==> config.mk <==
export PLATFORM = sky130hd
export DESIGN_NAME = fsk_byte_reader
export DESIGN_NICKNAME = d
export VERILOG_FILES = /design/src/rtl/fsk_rx_pkg.sv /design/src/rtl/fsk_sync2.sv /design/src/rtl/fsk_tick_gen.sv /design/src/rtl/fsk_char_rx.sv /design/src/rtl/fsk_readout.sv /design/src/rtl/fsk_byte_reader.sv
export SDC_FILE = /design/constraint.sdc
export NUM_CORES = 1
export LEC_CHECK = 0
export BUFFER_PORTS_ARGS = -buffer_cell sky130_fd_sc_hd__buf_2
export CORE_MARGIN = 2
export CORE_UTILIZATION = 48
export DETAILED_ROUTE_END_ITERATION = 7
export PLACE_DENSITY = 0.67
export SETUP_SLACK_MARGIN = 0.4
export SKIP_CTS_REPAIR_TIMING = 1
export SYNTH_ARGS = -nofsm -noshare
export SYNTH_HDL_FRONTEND = slang
export SYNTH_SLANG_ARGS = --single-unit
==> constraint.sdc <==
create_clock -name clk -period 1.63 [get_ports clk]
set_input_delay 0.326 -clock clk [delete_from_list [all_inputs] [get_ports clk]]
set_output_delay 0.326 -clock clk [all_outputs]
set_load 0.005 [all_outputs]
==> src/rtl/fsk_rx_pkg.sv <==
package fsk_rx_pkg;

    localparam int CHAR_BITS  = 8;
    localparam int FRAME_BITS = CHAR_BITS + 1;

    typedef enum logic [1:0] {
        RX_IDLE,
        RX_START,
        RX_DATA,
        RX_STOP
    } rx_state_e;

    typedef struct packed {
        logic                 stop;
        logic [CHAR_BITS-1:0] data;
    } rx_frame_t;

    // Register image: data bit 0 at index 0 (first out), stop bit at the top.
    function automatic logic [FRAME_BITS-1:0] frame_image(rx_frame_t f);
        return {f.stop, f.data};
    endfunction

endpackage

==> src/rtl/fsk_sync2.sv <==
module fsk_sync2 #(
    parameter logic RST_VAL = 1'b0
) (
    input  logic clk,
    input  logic rst,
    input  logic d,
    output logic q
);
    logic meta;

    always_ff @(posedge clk) begin
        if (rst) begin
            meta <= RST_VAL;
            q    <= RST_VAL;
        end else begin
            meta <= d;
            q    <= meta;
        end
    end
endmodule

==> src/rtl/fsk_tick_gen.sv <==
module fsk_tick_gen #(
    parameter int DIV = 13021
) (
    input  logic clk,
    input  logic rst,
    input  logic en,
    output logic tick
);
    localparam int CW = (DIV > 1) ? $clog2(DIV) : 1;
    localparam logic [CW-1:0] LAST = CW'(DIV - 1);

    logic [CW-1:0] cnt;

    always_ff @(posedge clk) begin
        if (rst || !en) begin
            cnt  <= '0;
            tick <= 1'b0;
        end else if (cnt == LAST) begin
            cnt  <= '0;
            tick <= 1'b1;
        end else begin
            cnt  <= cnt + 1'b1;
            tick <= 1'b0;
        end
    end
endmodule

==> src/rtl/fsk_char_rx.sv <==
module fsk_char_rx
    import fsk_rx_pkg::*;
#(
    parameter int OVS = 16
) (
    input  logic      clk,
    input  logic      rst,
    input  logic      enable,
    input  logic      tick,
    input  logic      rx_s,
    output logic      load,
    output rx_frame_t frame
);
    localparam int PW = $clog2(OVS);
    localparam int IW = $clog2(CHAR_BITS);
    localparam logic [PW-1:0] MID_PH  = PW'(OVS / 2 - 1);
    localparam logic [PW-1:0] LAST_PH = PW'(OVS - 1);
    localparam logic [IW-1:0] LAST_IX = IW'(CHAR_BITS - 1);

    rx_state_e            state;
    logic [PW-1:0]        phase;
    logic [IW-1:0]        idx;
    logic [CHAR_BITS-1:0] acc;
    logic                 prev_rx;

    always_ff @(posedge clk) begin
        if (rst) begin
            frame <= '1;
        end
        if (rst || !enable) begin
            state   <= RX_IDLE;
            phase   <= '0;
            idx     <= '0;
            acc     <= '0;
            prev_rx <= 1'b1;
            load    <= 1'b0;
        end else begin
            load <= 1'b0;
            if (tick) begin
                prev_rx <= rx_s;
                unique case (state)
                    RX_IDLE: begin
                        if (prev_rx && !rx_s) begin
                            state <= RX_START;
                            phase <= '0;
                        end
                    end
                    RX_START: begin
                        if (phase == MID_PH) begin
                            phase <= '0;
                            idx   <= '0;
                            state <= rx_s ? RX_IDLE : RX_DATA;
                        end else begin
                            phase <= phase + 1'b1;
                        end
                    end
                    RX_DATA: begin
                        if (phase == LAST_PH) begin
                            phase <= '0;
                            acc   <= {rx_s, acc[CHAR_BITS-1:1]};
                            if (idx == LAST_IX) state <= RX_STOP;
                            else                idx   <= idx + 1'b1;
                        end else begin
                            phase <= phase + 1'b1;
                        end
                    end
                    RX_STOP: begin
                        if (phase == LAST_PH) begin
                            phase      <= '0;
                            frame.data <= acc;
                            frame.stop <= rx_s;
                            load       <= 1'b1;
                            state      <= RX_IDLE;
                        end else begin
                            phase <= phase + 1'b1;
                        end
                    end
                    default: state <= RX_IDLE;
                endcase
            end
        end
    end
endmodule

==> src/rtl/fsk_readout.sv <==
module fsk_readout
    import fsk_rx_pkg::*;
#(
    parameter int OVS = 16
) (
    input  logic                  clk,
    input  logic                  rst,
    input  logic                  pwr_dn,
    input  logic                  carrier_on,
    input  logic                  tick,
    input  logic                  sclk,
    input  logic                  load,
    input  logic [FRAME_BITS-1:0] image,
    output logic                  sclk_rise,
    output logic                  dr_n,
    output logic                  sdo
);
    localparam int HOLD = OVS / 2;
    localparam int HW   = (HOLD > 1) ? $clog2(HOLD) : 1;
    localparam logic [HW-1:0] HOLD_LAST = HW'(HOLD - 1);

    logic                  sclk_s, sclk_prev;
    logic [FRAME_BITS-1:0] sreg;
    logic                  dr_q;
    logic [HW-1:0]         hold_cnt;

    fsk_sync2 #(.RST_VAL(1'b0)) u_sclk_sync (
        .clk(clk), .rst(rst), .d(sclk), .q(sclk_s)
    );

    always_ff @(posedge clk) begin
        if (rst) sclk_prev <= 1'b0;
        else     sclk_prev <= sclk_s;
    end

    assign sclk_rise = sclk_s & ~sclk_prev;

    always_ff @(posedge clk) begin
        if (rst || pwr_dn) begin
            sreg     <= '1;
            dr_q     <= 1'b0;
            hold_cnt <= '0;
        end else if (load) begin
            sreg     <= image;
            dr_q     <= 1'b1;
            hold_cnt <= '0;
        end else begin
            if (sclk_rise) begin
                sreg <= {1'b1, sreg[FRAME_BITS-1:1]};
                dr_q <= 1'b0;
            end else if (dr_q && tick) begin
                if (hold_cnt == HOLD_LAST) dr_q <= 1'b0;
                else                       hold_cnt <= hold_cnt + 1'b1;
            end
            if (!carrier_on) dr_q <= 1'b0;
        end
    end

    assign dr_n = ~dr_q;
    assign sdo  = sreg[0];
endmodule

==> src/rtl/fsk_byte_reader.sv <==
module fsk_byte_reader
    import fsk_rx_pkg::*;
#(
    parameter int TICK_DIV = 13021,
    parameter int OVS      = 16
) (
    input  logic clk,
    input  logic rst,
    input  logic pwr_dn,
    input  logic cd_n,
    input  logic rx_raw,
    input  logic sclk,
    output logic dr_n,
    output logic sdo
);
    logic      rx_s, cd_s, carrier_on, rx_en, tick, load, sclk_rise;
    rx_frame_t frame;

    fsk_sync2 #(.RST_VAL(1'b1)) u_rx_sync (
        .clk(clk), .rst(rst), .d(rx_raw), .q(rx_s)
    );
    fsk_sync2 #(.RST_VAL(1'b1)) u_cd_sync (
        .clk(clk), .rst(rst), .d(cd_n), .q(cd_s)
    );

    assign carrier_on = ~cd_s;
    assign rx_en      = carrier_on & ~pwr_dn;

    fsk_tick_gen #(.DIV(TICK_DIV)) u_tick (
        .clk(clk), .rst(rst), .en(~pwr_dn), .tick(tick)
    );

    fsk_char_rx #(.OVS(OVS)) u_rx (
        .clk(clk), .rst(rst), .enable(rx_en), .tick(tick),
        .rx_s(rx_s), .load(load), .frame(frame)
    );

    fsk_readout #(.OVS(OVS)) u_out (
        .clk(clk), .rst(rst), .pwr_dn(pwr_dn), .carrier_on(carrier_on),
        .tick(tick), .sclk(sclk), .load(load), .image(frame_image(frame)),
        .sclk_rise(sclk_rise), .dr_n(dr_n), .sdo(sdo)
    );
endmodule

==> impl_metrics.py, run 1 <==
metrics = {
    "synth": {
        "ys_seq_area_share_pct": 47.1,
        "synth-main-ff-cell": "dfxtp_1",
        "synthesis.instances": 282,
        "most_common_cell_in_the_synthesized_netlist": "dfxtp_1",
        "synth_warnings": 0,
        "yosysTopAreaCellShare_pct": 47.1,
        "netlist.top_cell.by_area": "dfxtp_1",
        "synth_nets": 295,
        "async_reset_ff_share_pct": 0,
        "synth.ff_latch_count": 63,
        "avgSynthCellArea_um2": 9.50,
        "synth_enable_flop_cells": 0,
        "synth.cell_area_um2": 2680,
        "count_of_distinct_cell_types_in_the_synthesized_netlist": 44,
        "synth_commonest_cells": "dfxtp_1 (63), nor2_1 (42), nand2_1 (26)",
        "netlist_top_cells_area": "dfxtp_1 (47%), mux2i_1 (7.5%), nor2_1 (5.9%)",
    },
    "cts": {
        "max-clock-path-buffers": 2,
        "clock_sinks": 63,
        "htreeDepth": 3,
        "clock_tree_root_buffer_cell": "clkbuf_8",
        "clock_insertion_delay_worst_skew_ns": 0.35,
        "cts_made_buffers": 9,
        "clk_pin_slew_ns": 0.07,
        "cts_tree": "done",
    },
    "job": {
        "maxCapViolations": 0,
    },
    "setup_path": {
        "critical_path_class": "flip-flop to flip-flop",
        "worstSetupStartpointType": "flip-flop",
        "r2r_start": "u_rx.idx[0]",
        "timing.reg2reg.setup_slack_ns": -0.10,
        "worstReg2RegEnd": "u_rx.idx[0]",
        "worst-path-max-fanout": 6,
        "crit_path_dat_ns": 2.01,
        "critical_path_required_ns": 1.91,
        "reg2regPathDepth": 6,
        "worstSetupEndpointType": "flip-flop",
    },
    "sta": {
        "final_report_max_slew_violation_count": 0,
        "setup_viol_count_final": 3,
        "timing.clock.skew_ns": 0.00973,
        "worst_slew_pin_slew_ns": 0.362,
        "timing.slew.headroom_pct": 75.9,
        "max_clock_freq_ghz": 0.577,
        "period_share_pct": 106,
        "timing.final.hold_violations": 0,
        "layout_min_cycle_time_ns": 1.73,
        "final_critical_path_setup_slack_ns": -0.104,
        "rsz_0062_raised_after_global_routing": "yes",
    },
    "outcome": {
        "outcome": "finished, violations left",
        "violations": "negative setup slack",
    },
    "pwr": {
        "power.static_leakage_nw": 1.26,
        "p_per_area_nw_per_um2": 897,
        "ir_drop_uv": 616,
    },
    "finish": {
        "fillerInstances": 451,
        "drive_gt1_share_pct": 43.7,
        "multi_input_comb_area_um2": 1650,
        "antennaDiodeCount": 0,
        "layout_cells_excl_fill": 383,
        "area.sequential_um2": 1300,
        "finalInstanceArea_um2": 3500,
        "layout.nets": 319,
        "area_delta_synth_final_pct": 30.5,
    },
    "drt": {
        "post_drt_via_cell_ratio": 5.22,
        "totalWireLength_um": 5360,
        "dr.first_iter.drc_count": 94,
        "total_vias_in_the_final_route": 2000,
        "route.antenna.remaining_nets": 0,
        "wire_per_inst_um": 14.0,
        "post-route-drc-count": 0,
        "drtPass1Iterations": 4,
    },
    "grt": {
        "globalRoute.totalOverflow": 0,
        "first_global_vias": 1773,
        "antenna_found_initial": 0,
        "first_pass_grt_wire_length_um": 8160,
        "grt_start_max_net_pins": 20,
        "gr-usage-all-layers_pct": 17.0,
    },
    "hold_path": {
        "hold_class": "input port to flip-flop",
        "startpoint_of_the_most_critical_hold_path": "cd_n",
        "hold_worst_path_end": "u_cd_sync.meta",
        "timing.hold.worst_path_depth": 2,
    },
    "placed_design": {
        "finalWeightedCongestion": 0.746,
        "placedCellCount": 361,
        "buffer_ports.inserted": 7,
        "hpwl_um": 3240,
        "dp_worst_setup_slack_ns": -0.0772,
        "placed_cell_area_um2": 2910,
    },
    "die": {
        "die_w_um": 78.7,
        "die_h_um": 78.7,
        "rows": 27,
        "initial_core_util_pct": 49.3,
        "floorplan.io_pins": 8,
        "area_of_the_die_um2": 6200,
        "coreArea_um2": 5440,
    },
}
-- cell usage in the layout (no fill, tap or decap), drive strengths merged, types with 3 or more instances in the layout --
cell type	n
a21oi	7
and3	3
buf	26
clkbuf	9
clkinvlp	3
dfxtp	63
ha	7
inv	7
mux2	8
mux2i	20
nand2	27
nand3	9
nand4	4
nor2	42
nor2b	5
nor3	8
nor3b	3
o21ai	13
or2	6
or4b	3
xnor2	6
xor2	7
-- how the worst max path moves through the flow --
stage | startpoint | endpoint | cells after the start
global placement | u_rx.idx[1] | u_rx.idx[0] | 6
global route | u_rx.idx[0] | u_rx.idx[0] | 6
floorplan | u_rx.idx[0] | u_rx.idx[0] | 6
detailed placement | u_rx.idx[1] | u_rx.idx[2] | 6
CTS | u_rx.idx[1] | u_rx.idx[0] | 6
finish | u_rx.idx[0] | u_rx.idx[0] | 6
-- metal layers --
layer	GRT usage, %	vias to the layer above	share of wire (%)
met4	11.1	0	2.4
met3	4.20	12	2.7
met1	21.9	949	47
met5	0	-	0
met2	25.4	22	48
li1	-	1017	-
-- logic make-up after synthesis --
logic type      after synthesis  synth area share (%)
fa+ha+maj                     7                  3.27
flops                        63                  47.1
mux                          28                  10.8
simple gates                118                  22.7
compound gates               32                  7.80
xor+xnor                     13                  4.25
buf+inv                      21                  4.11
-- per-stage QoR --
stage	util, %	total power [W]	hold slack [ns]	setup TNS (ns)
finish	64.3	0.00314	0.159	-0.242
global route	64.3	0.00325	0.167	-0.386
CTS	57.6	0.00314	0.157	-0.256
detailed placement	53.5	0.00165	0.405	-0.210
global placement	53.5	0.00165	0.407	-0.0549
floorplan	-	0.00163	0.389	0
-- flip-flops by register name (all words and copies together), names as in the netlist, named ones only --
name and count:
u_tick.cnt 14, u_out.sreg 9, u_rx.frame 9, u_rx.acc 8, u_rx.phase 4, u_out.hold_cnt 3
u_rx.idx 3, u_cd_sync.meta 1, u_cd_sync.q 1, u_out.dr_q 1, u_out.sclk_prev 1, u_out.u_sclk_sync.meta 1
u_out.u_sclk_sync.q 1, u_rx.load 1, u_rx.prev_rx 1, u_rx.state 1, u_rx_sync.meta 1, u_rx_sync.q 1
u_tick.tick 1
-- power by group --
group          switching [W]  internal [W]  leakage, nW
Clock               0.000652      0.000862        0.102
Sequential         0.0000104       0.00154        0.520
Combinational      0.0000400     0.0000285        0.640
-- layout make-up --
| type | count | share of cell area, % |
|---|---|---|
| tap | 72 | 2.58 |
| clock inverter | 7 | 2.75 |
| sequential | 63 | 37.1 |
| multi-input combinational | 200 | 47.1 |
| timing repair buffer | 26 | 6.22 |
| clock buffer | 9 | 3.54 |
| inverter | 6 | 0.715 |
-- worst max-delay path: stages, from the launching register on --
cell      delay, ns
dfxtp_2        0.34
ha_4           0.16
ha_4           0.15
and4bb_1       0.30
o21bai_4       0.09
or4b_4         0.49
a21oi_2        0.14
No activity file was read; power rests on OpenSTA's default activity.
==> inputs of run 2 (changes only) <==
- SETUP_SLACK_MARGIN: 0.4 -> 0.2
==> run 2 against run 1 <==
The run still ends with negative setup slack left. First-iteration DRC count grew 5.3%. Sequential cell count unchanged. Critical path depth is the same. Non-clock buffer count is 12 higher. Final area fell by 3.4%. Power grew 0.75%. Largest cell class unchanged. Largest power group unchanged.
==> impl_metrics.py, run 2 (synthesized netlist as in run 1, its figures left out) <==
metrics = {
    "sta": {
        "period_share_pct": 104,
        "max_clock_freq_ghz": 0.588,
        "worst_slew_pin_slew_ns": 0.461,
        "final_critical_path_setup_slack_ns": -0.0697,
        "timing.slew.headroom_pct": 69.1,
        "smallest_hold_slack_ns": 0.176,
        "timing.clock.skew_ns": 0.00684,
        "rsz_0062_raised_after_global_routing": "yes",
        "layout_min_cycle_time_ns": 1.70,
        "setup_viol_count_final": 3,
        "timing.final.hold_violations": 0,
        "final_report_max_slew_violation_count": 0,
    },
    "finish": {
        "top_register": "u_tick.cnt",
        "largest_register_ff_count": 14,
        "fillerInstances": 455,
        "multi_input_comb_area_um2": 1440,
        "area_delta_synth_final_pct": 26.1,
        "layout.nets": 329,
        "largestRegisters": "u_tick.cnt (14), u_out.sreg (9), u_rx.frame (9)",
        "layout.cells.most_common": "dfxtp_1",
        "highest_count_cells_in_the_layout_ignoring_fill_and_taps": "dfxtp_1 (47), nor2_1 (41), buf_4 (24)",
        "finalInstanceArea_um2": 3380,
        "drive_gt1_share_pct": 34.0,
        "antennaDiodeCount": 0,
        "area.sequential_um2": 1290,
    },
    "placed_design": {
        "placed_cell_area_um2": 2870,
        "hpwl_um": 3340,
        "buffer_ports.inserted": 7,
        "finalWeightedCongestion": 0.860,
    },
    "die": {
        "die_w_um": 78.7,
        "rows": 27,
        "area_of_the_die_um2": 6200,
        "initial_core_util_pct": 49.3,
        "die_h_um": 78.7,
        "coreArea_um2": 5440,
        "floorplan.io_pins": 8,
    },
    "cts": {
        "htreeDepth": 3,
        "cts_made_buffers": 9,
        "clk_pin_slew_ns": 0.07,
        "clock_sinks": 63,
        "clock_tree_root_buffer_cell": "clkbuf_8",
        "clock_insertion_delay_worst_skew_ns": 0.33,
        "cts_tree": "done",
        "max-clock-path-buffers": 2,
    },
    "setup_path": {
        "worst-path-max-fanout": 4,
        "critical-path-top-delay-family": "simple AND/OR/NAND/NOR gates",
        "worstSetupStartpointType": "flip-flop",
        "crit_path_dat_ns": 1.96,
        "crit_path_frequent_cell": "ha_4",
        "critical_path_required_ns": 1.89,
        "max_stage_delay_ns": 0.46,
        "worstSetupEndpointType": "flip-flop",
        "slowest_stage": "or4b_1",
        "critical_path_cell_list": "ha_4 -> ha_4 -> and4bb_1 -> o21bai_4 -> or4b_1 -> a21oi_1",
        "cp_num_buf_inv": 0,
        "critical_path_class": "flip-flop to flip-flop",
    },
    "drt": {
        "post_drt_via_cell_ratio": 5.13,
        "total_vias_in_the_final_route": 2017,
        "drtPass1Iterations": 4,
        "totalWireLength_um": 5320,
        "post-route-drc-count": 0,
        "route.antenna.remaining_nets": 0,
        "dr.first_iter.drc_count": 99,
        "wire_per_inst_um": 13.5,
    },
    "job": {
        "maxCapViolations": 0,
    },
    "grt": {
        "antenna_found_initial": 0,
        "first_pass_grt_wire_length_um": 8550,
        "grt_start_max_net_pins": 19,
        "first_global_vias": 1882,
        "gr-usage-all-layers_pct": 17.7,
        "globalRoute.totalOverflow": 0,
    },
    "pwr": {
        "p_per_area_nw_per_um2": 935,
        "power.static_leakage_nw": 1.19,
        "ir_drop_uv": 747,
    },
    "outcome": {
        "outcome": "finished, violations left",
        "violations": "negative setup slack",
    },
    "hold_path": {
        "hold_class": "input port to flip-flop",
    },
}
[run 2: cell count changes in the layout (fill, tap and decap cells not counted), moves of 4 or more]
cell	before	now
buf_4	13	24
dfxtp_1	42	47
dfxtp_2	17	13
nand2_1	15	22
nand2_4	9	1
nor2_1	33	41
nor2_2	7	1
[run 2: worst register-to-register path, cell delays in order, from the launching register on]
cell and delay (ns):
dfxtp_2 0.34, ha_4 0.16, ha_4 0.15, and4bb_1 0.29, o21bai_4 0.09, or4b_1 0.46, a21oi_1 0.14
[run 2: layout make-up]
cell class              count  area share, %
clock inverters             5           2.37
multi-input cells         198           42.6
repair buffers             38           9.07
clock buffers              11           4.48
well taps                  72           2.67
inverters                   6          0.667
flip-flops and latches     63           38.1
[run 2: final timing paths]
path,start,endpoint,slack (ns),depth (start not counted)
worst max-delay path,u_rx.idx[0],u_rx.idx[0],-0.07,6
worst min-delay path,cd_n,u_cd_sync.meta,0.18,2
worst max register to register,u_rx.idx[0],u_rx.idx[0],-0.07,6
worst min register to register,u_rx_sync.meta,u_rx_sync.q,0.41,1
[run 2: layer usage]
layer	global-route usage (%)	routed length [um]
met5	0	0
met4	7.72	24
met3	5.91	186
met2	26.7	2590
met1	23.0	2520
[run 2: power by group]
group | internal (W) | switching [W]
registers | 0.00154 | 0.00000570
clock network | 0.000942 | 0.000611
logic | 0.0000246 | 0.0000331
[run 2: stage by stage]
step                      power [W]  setup WS [ns]  utilization, %  instances  TNS [ns]
after floorplan             0.00163        -0.0102               -        282   -0.0306
after global placement      0.00164        -0.0234            52.7        363   -0.0585
after detailed placement    0.00164        -0.0760            52.7        363    -0.162
after CTS                   0.00319        -0.0908            56.9        379    -0.210
after global routing        0.00326         -0.118            62.1        393    -0.318
final                       0.00316        -0.0697            62.1        393    -0.184
==> inputs of run 3 (changes only) <==
- REMOVE_ABC_BUFFERS: unset -> 1
==> run 3 against run 2 <==
The flow still finishes with violations (negative setup slack). Via count fell by 0.64%. Combinational power rose by 6.6%. Wire length fell by 5.7%. Largest power group unchanged. Critical path type unchanged. Critical endpoint is now u_rx.idx[2]. Power fell by 8.1%. Non-clock buffer count fell by 1.
==> impl_metrics.py, run 3 (synthesized netlist as in run 1, its figures left out) <==
metrics = {
    "outcome": {
        "outcome": "finished, violations left",
        "violations": "negative setup slack",
    },
    "grt": {
        "antenna_found_initial": 0,
        "globalRoute.totalOverflow": 0,
        "gr-usage-all-layers_pct": 16.0,
        "grt_start_max_net_pins": 20,
        "first_global_vias": 1776,
        "first_pass_grt_wire_length_um": 7660,
    },
    "hold_path": {
        "timing.hold.worst_path_depth": 2,
        "hold_worst_path_end": "u_rx_sync.meta",
        "hold_class": "input port to flip-flop",
        "startpoint_of_the_most_critical_hold_path": "rx_raw",
    },
    "pwr": {
        "power.clock.fraction_pct": 44.5,
        "p_per_area_nw_per_um2": 863,
        "power.sequential.fraction_pct": 53.4,
        "power_report.internal_total_w": 0.00229,
        "p_sw_w": 0.000609,
        "power.static_leakage_nw": 1.18,
        "netSwitchingFraction_pct": 21.0,
        "combinationalPowerShare_pct": 2.1,
        "ir_drop_uv": 746,
    },
    "drt": {
        "top_layer": "met4",
        "wl_met2_um": 2370,
        "met3WireLength_um": 162,
        "total_vias_in_the_final_route": 2004,
        "post_drt_via_cell_ratio": 5.15,
        "totalWireLength_um": 5020,
        "post-route-drc-count": 0,
        "drtPass1Iterations": 4,
        "wirelength_met1_um": 2390,
        "wire_per_inst_um": 12.9,
        "route.antenna.remaining_nets": 0,
        "dr.first_iter.drc_count": 83,
    },
    "finish": {
        "largestRegisters": "u_tick.cnt (14), u_out.sreg (9), u_rx.frame (9)",
        "largest_register_ff_count": 14,
        "layout.cells.most_common": "dfxtp_1",
        "top_register": "u_tick.cnt",
        "highest_count_cells_in_the_layout_ignoring_fill_and_taps": "dfxtp_1 (51), nor2_1 (40), mux2i_1 (20), buf_4 (20), nand2_1 (16)",
        "antennaDiodeCount": 0,
        "drive_gt1_share_pct": 32.8,
        "layout.nets": 328,
        "area_delta_synth_final_pct": 25.5,
    },
    "sta": {
        "period_share_pct": 106,
        "setup_viol_count_final": 3,
        "layout_min_cycle_time_ns": 1.73,
        "smallest_hold_slack_ns": 0.171,
        "final_report_max_slew_violation_count": 0,
        "fin_tns_setup_ns": -0.246,
        "max_clock_freq_ghz": 0.577,
        "timing.clock.skew_ns": 0.00883,
        "rsz_0062_raised_after_global_routing": "yes",
        "worst_slew_pin_slew_ns": 0.549,
        "timing.final.hold_violations": 0,
        "final_critical_path_setup_slack_ns": -0.103,
        "timing.slew.headroom_pct": 63.3,
    },
    "cts": {
        "clock_insertion_delay_worst_skew_ns": 0.34,
        "max-clock-path-buffers": 2,
        "cts_made_buffers": 9,
        "clock_tree_root_buffer_cell": "clkbuf_8",
        "clk_pin_slew_ns": 0.06,
        "clock_sinks": 63,
        "cts_tree": "done",
        "htreeDepth": 3,
    },
    "setup_path": {
        "reg2regPathDepth": 6,
        "worst-path-max-fanout": 5,
        "worstSetupEndpointType": "flip-flop",
        "r2r_start": "u_rx.idx[0]",
        "critical_path_required_ns": 1.90,
        "worstReg2RegEnd": "u_rx.idx[2]",
        "crit_path_dat_ns": 2.00,
        "critical_path_class": "flip-flop to flip-flop",
        "timing.reg2reg.setup_slack_ns": -0.10,
        "worstSetupStartpointType": "flip-flop",
    },
    "die": {
        "die_w_um": 78.7,
        "area_of_the_die_um2": 6200,
        "coreArea_um2": 5440,
        "rows": 27,
        "die_h_um": 78.7,
        "initial_core_util_pct": 49.3,
        "floorplan.io_pins": 8,
    },
    "placed_design": {
        "finalWeightedCongestion": 0.757,
        "buffer_ports.inserted": 7,
        "hpwl_um": 3070,
        "dp_worst_setup_slack_ns": -0.167,
    },
    "job": {
        "maxCapViolations": 0,
    },
}
run 3: cell count changes in the layout (fill, tap and decap cells not counted), sizes merged:
cell	change
buf	-3
clkinvlp	-1
bufinv	-1
clkbuf	+1
run 3: final cells by class:
class | count | area, um2
timing repair buffer | 37 | 343
clock buffer | 10 | 138
sequential | 63 | 1290
inverter | 6 | 22.5
multi-input combinational | 198 | 1440
clock inverter | 3 | 46.3
tap | 72 | 90.1
fill | 457 | 2080
run 3: routing by layer:
metal	global-route usage, %	vias to the layer above
li1	-	1031
met1	20.1	935
met2	23.7	29
met3	3.98	9
met4	11.8	0
met5	0	-
run 3: through the flow:
step | util (%) | power (W) | area [um2] | instances
after floorplan | - | 0.00161 | 2590 | 267
after global placement | 52.9 | 0.00164 | 2880 | 364
after detailed placement | 52.9 | 0.00164 | 2880 | 364
after CTS | 56.3 | 0.00293 | 3060 | 377
after global routing | 61.8 | 0.00300 | 3360 | 389
final | 61.8 | 0.00290 | 3360 | 389
run 3: worst max path at each step:
stage          slack [ns]   startpoint           to  cells after the start
2_1_floorplan       -0.07  u_rx.idx[0]  u_rx.idx[1]                      6
3_3_place_gp        -0.12  u_rx.idx[0]  u_rx.idx[2]                      6
3_5_place_dp        -0.17  u_rx.idx[0]  u_rx.idx[2]                      6
4_1_cts             -0.19  u_rx.idx[0]  u_rx.idx[2]                      6
5_1_grt             -0.14  u_rx.idx[0]  u_rx.idx[2]                      6
6_report            -0.10  u_rx.idx[0]  u_rx.idx[2]                      6
run 3: power by group through the flow:
| stage | clock [W] | sequential [W] | combinational (W) |
|---|---|---|---|
| floorplan | 0 | 0.00159 | 0.0000264 |
| global route | 0.00139 | 0.00155 | 0.0000681 |
| global placement | 0 | 0.00159 | 0.0000526 |
| detailed placement | 0 | 0.00159 | 0.0000535 |
| CTS | 0.00132 | 0.00155 | 0.0000534 |
| finish | 0.00129 | 0.00155 | 0.0000615 |
run 3: critical path, stage by stage (launching register included):
cell      delay, ns
dfxtp_4        0.35
ha_4           0.15
ha_4           0.15
and4bb_1       0.29
o21bai_4       0.09
or4b_1         0.50
a21oi_1        0.13
